$ cat src/rtl/efv_pkg.sv
package efv_pkg;
  localparam int PORT_W = 3;
  localparam int NPORTS = 5;

  typedef enum logic [PORT_W-1:0] {
    P_LOCAL = 3'd0,
    P_EAST  = 3'd1,
    P_WEST  = 3'd2,
    P_NORTH = 3'd3,
    P_SOUTH = 3'd4
  } port_e;
endpackage

$ cat src/rtl/efv_progress.sv
module efv_progress
  import efv_pkg::*;
#(
  parameter int COORD_W = 3
) (
  input  logic [COORD_W-1:0] here_x,
  input  logic [COORD_W-1:0] here_y,
  input  logic [COORD_W-1:0] dst_x,
  input  logic [COORD_W-1:0] dst_y,
  input  logic [PORT_W-1:0]  arr_port,
  output logic               approached
);
  localparam int SW = COORD_W + 2;

  function automatic logic signed [SW-1:0] absdiff(
    input logic signed [SW-1:0] a,
    input logic signed [SW-1:0] b
  );
    logic signed [SW-1:0] d;
    d = a - b;
    return (d < 0) ? -d : d;
  endfunction

  logic signed [SW-1:0] hx, hy, tx, ty, ux, uy, step_x, step_y;
  logic signed [SW-1:0] dist_here_x, dist_here_y, dist_up_x, dist_up_y;

  always_comb begin
    step_x = '0;
    step_y = '0;
    case (arr_port)
      P_EAST:  step_x = SW'(1);
      P_WEST:  step_x = -SW'(1);
      P_NORTH: step_y = SW'(1);
      P_SOUTH: step_y = -SW'(1);
      default: ;
    endcase
  end

  always_comb begin
    hx = $signed({2'b00, here_x});
    hy = $signed({2'b00, here_y});
    tx = $signed({2'b00, dst_x});
    ty = $signed({2'b00, dst_y});
    ux = hx + step_x;
    uy = hy + step_y;
    dist_here_x = absdiff(tx, hx);
    dist_here_y = absdiff(ty, hy);
    dist_up_x   = absdiff(tx, ux);
    dist_up_y   = absdiff(ty, uy);
    approached  = (dist_here_x < dist_up_x) || (dist_here_y < dist_up_y);
  end
endmodule

$ cat config.mk
export PLATFORM = sky130hd
export DESIGN_NAME = efv_progress
export DESIGN_NICKNAME = d
export VERILOG_FILES = /design/src/rtl/efv_pkg.sv /design/src/rtl/efv_progress.sv
export SDC_FILE = /design/constraint.sdc
export NUM_CORES = 1
export LEC_CHECK = 0
export ABC_CLOCK_PERIOD_IN_PS = 4150
export BUFFER_PORTS_ARGS = -buffer_cell sky130_fd_sc_hd__buf_2
export CAP_MARGIN = 20
export CORE_UTILIZATION = 50
export DETAILED_ROUTE_END_ITERATION = 10
export PLACE_DENSITY = 0.74
export SLEW_MARGIN = 10
export SYNTH_ARGS = -nofsm -noshare
export SYNTH_HDL_FRONTEND = slang
export SYNTH_SLANG_ARGS = --single-unit
$ cat constraint.sdc
create_clock -name vclk -period 4.15
set_input_delay 0.83 -clock vclk [all_inputs]
set_output_delay 0.83 -clock vclk [all_outputs]
set_load 0.01 [all_outputs]
==> metrics.md <==
| Metric | Value |
|---|---|
| Arrival @ worst endpoint | `3550 ps` |
| Full die area | `0.002488 mm^2` |
| Worst hold stages | `7` |
| Sw Ratio | `48.63%` |
| Largest cells by area after synthesis | `ha_1 33%, fa_1 14%, inv_1 8.5%` |
| Peak VDD IR | `0.1556 mV` |
| Clock group share of total power | `0%` |
| Final std cells w/o fill | `195` |
| Mapped cell area | `0.001146 mm^2` |
| Flop pwr share | `0%` |
| Top-area cell type share of the netlist area | `32.75%` |
| Initial antenna violation count | `0` |
| Layout area overhead | `28.28%` |
| Synthesized area per cell | `8.490 um^2` |
| Initial drt markers | `13` |
| Placed cell count | `192` |
| Final min period | `4381 ps` |
| Total gr overflow | `0` |
| Logic pwr share | `100.0%` |
| Hold slack | `2446 ps` |
| Placed cell areas | `0.001361 mm^2` |
| IO Pins | `16` |
| Drt pass-1 iters | `4` |
| Leakage | `0.7765 nW` |
| Cells after Synth | `135` |
| CP Capture Type | `output port` |
| DR WL/cell | `12.82 um` |
| Pin count of the biggest net entering global routing | `7` |
| Fin. max-slew vios | `0` |
| Final worst setup slack | `-231.3 ps` |
| Via count | `1010` |
| Type of origin of the critical path | `primary input` |
| Hold_buf cts | `0` |
| Setup TNS | `-231.3 ps` |
| Final Cycle Share | `105.6%` |
| Remaining DRCs | `0` |
| Place WS | `-308.8 ps` |
| Most frequent cell after synthesis | `ha_1` |
| GPL Wtd Cong | `0.7631` |
| Diodes inserted | `0` |
| Setup CP Type | `primary input to output port` |
| GRT Util Overall | `21.53%` |
| Synth cell types | `31` |
| Post-synth top cells | `30 x ha_1, 26 x inv_1, 9 x xnor2_1` |
| Design Area, Final | `0.001470 mm^2` |
| Final setup viols | `1` |
| Dominant cell type by area after synthesis | `ha_1` |
| DRT Wirelength | `2.500 mm` |
| Register area share after synthesis | `0%` |
| Int Pwr | `0.1922 mW` |
| First-pass GRT wire length | `4.229 mm` |
| FF+latch count | `0` |
| Clock buf count | `0` |
| Reg area | `0 um^2` |
| Filler instances | `162` |
| Hpwl dp | `2.125 mm` |
| Final antenna-violating net count | `0` |
| Cell Pwr Density | `254.6 mW/mm^2` |
| Via/cell ratio | `5.179` |
| Min-delay src | `dst_y[1]` |
| Final Util | `71.30%` |
| CP max FO | `4` |
| Fin. Hold Viols | `0` |
| Vias in the first global route | `1030` |
| Maximum clock frequency | `228.2 MHz` |
| Ys Warns | `0` |
| Crit. Startpoint | `arr_port[2]` |
| Die height | `49.88 um` |
| PortBufs | `16` |
| Status | `complete, but fails checks` |
| Final #Nets | `223` |
| Max-cap viol count | `0` |
| Core Footprint | `0.002062 mm^2` |
| Total power | `0.3743 mW` |
| # rows | `16` |
| Critical path data required time | `3320 ps` |
| Failing checks | `negative setup slack` |
| Die width | `49.88 um` |
| P_sw | `0.1820 mW` |
| Initial Util | `55.58%` |
| Hold WC Path Type | `primary input to output port` |
| Layout cell share with drive strength beyond 1 | `30.95%` |
| Hold Path End | `approached` |
| RSZ-0062 raised after global routing | `true` |
-- cells by family after synthesis --
kind of cell	count (synthesis)	share of synthesized area (%)
compound gates	14	8.842
buf+inv	28	9.169
other cells	1	0.3272
mux	4	3.712
xor+xnor	15	11.46
simple gates	35	19.76
fa+ha+maj	38	46.72
-- layout make-up --
class	count	area [um^2]	area share (%)
timing repair buffer	32	219.0	14.89
tap	27	33.78	2.298
inverter	28	105.1	7.149
multi-input combinational	108	1112	75.66
-- layer usage --
metal / part of all wire [%] / global-route usage (%) / vias up
li1: - / - / 520
met3: 1.1 / 0 / 0
met4: 0 / 0 / 0
met1: 42 / 24.67 / 476
met5: 0 / 0 / -
met2: 57 / 45.72 / 14
-- worst max-delay path, cell delays in order --
cell and delay (ps):
buf_6 100, or3b_4 400, inv_1 90, ha_1 260
fa_1 530, nor2b_4 150, o21ai_2 70, buf_4 130
buf_4 120, nand3b_1 90, xnor2_1 80, ha_1 310
o2111ai_2 100, nand4_1 110, nand2_1 50, buf_2 130
-- power groups by stage --
stage | clock network (mW) | logic [mW] | registers, mW
floorplan | 0 | 0.232 | 0
global placement | 0 | 0.307 | 0
detailed placement | 0 | 0.327 | 0
CTS | 0 | 0.351 | 0
global route | 0 | 0.414 | 0
finish | 0 | 0.374 | 0
-- repair_timing --
item                                    4_1_cts  5_1_grt
pin swaps                                    11       17
buffers inserted                              2        1
endpoints found under the setup margin        1        1
resized for setup                            10       10
hold endpoints to repair                      0        0
-- layout by cell type (no fill, tap or decap), types with 3 or more instances in the layout --
cell      synthesis  routed
nand2_1           7       7
fa_1              8       7
nand3b_1          3       3
xor2_1            6       5
o21ai_2           4       4
buf_6             0       3
inv_1            26      26
xnor2_1           9       7
nand4_1           3       3
ha_1             30      27
buf_2             0      13
buf_4             0      16
-- how the worst max path moves through the flow --
stage	end	slack, ps	depth (start not counted)
after floorplan	approached	50	12
after global placement	approached	-260	14
after detailed placement	approached	-310	14
after CTS	approached	-250	14
after global routing	approached	-350	16
final	approached	-230	16
Power figures use the tool's default switching activity.
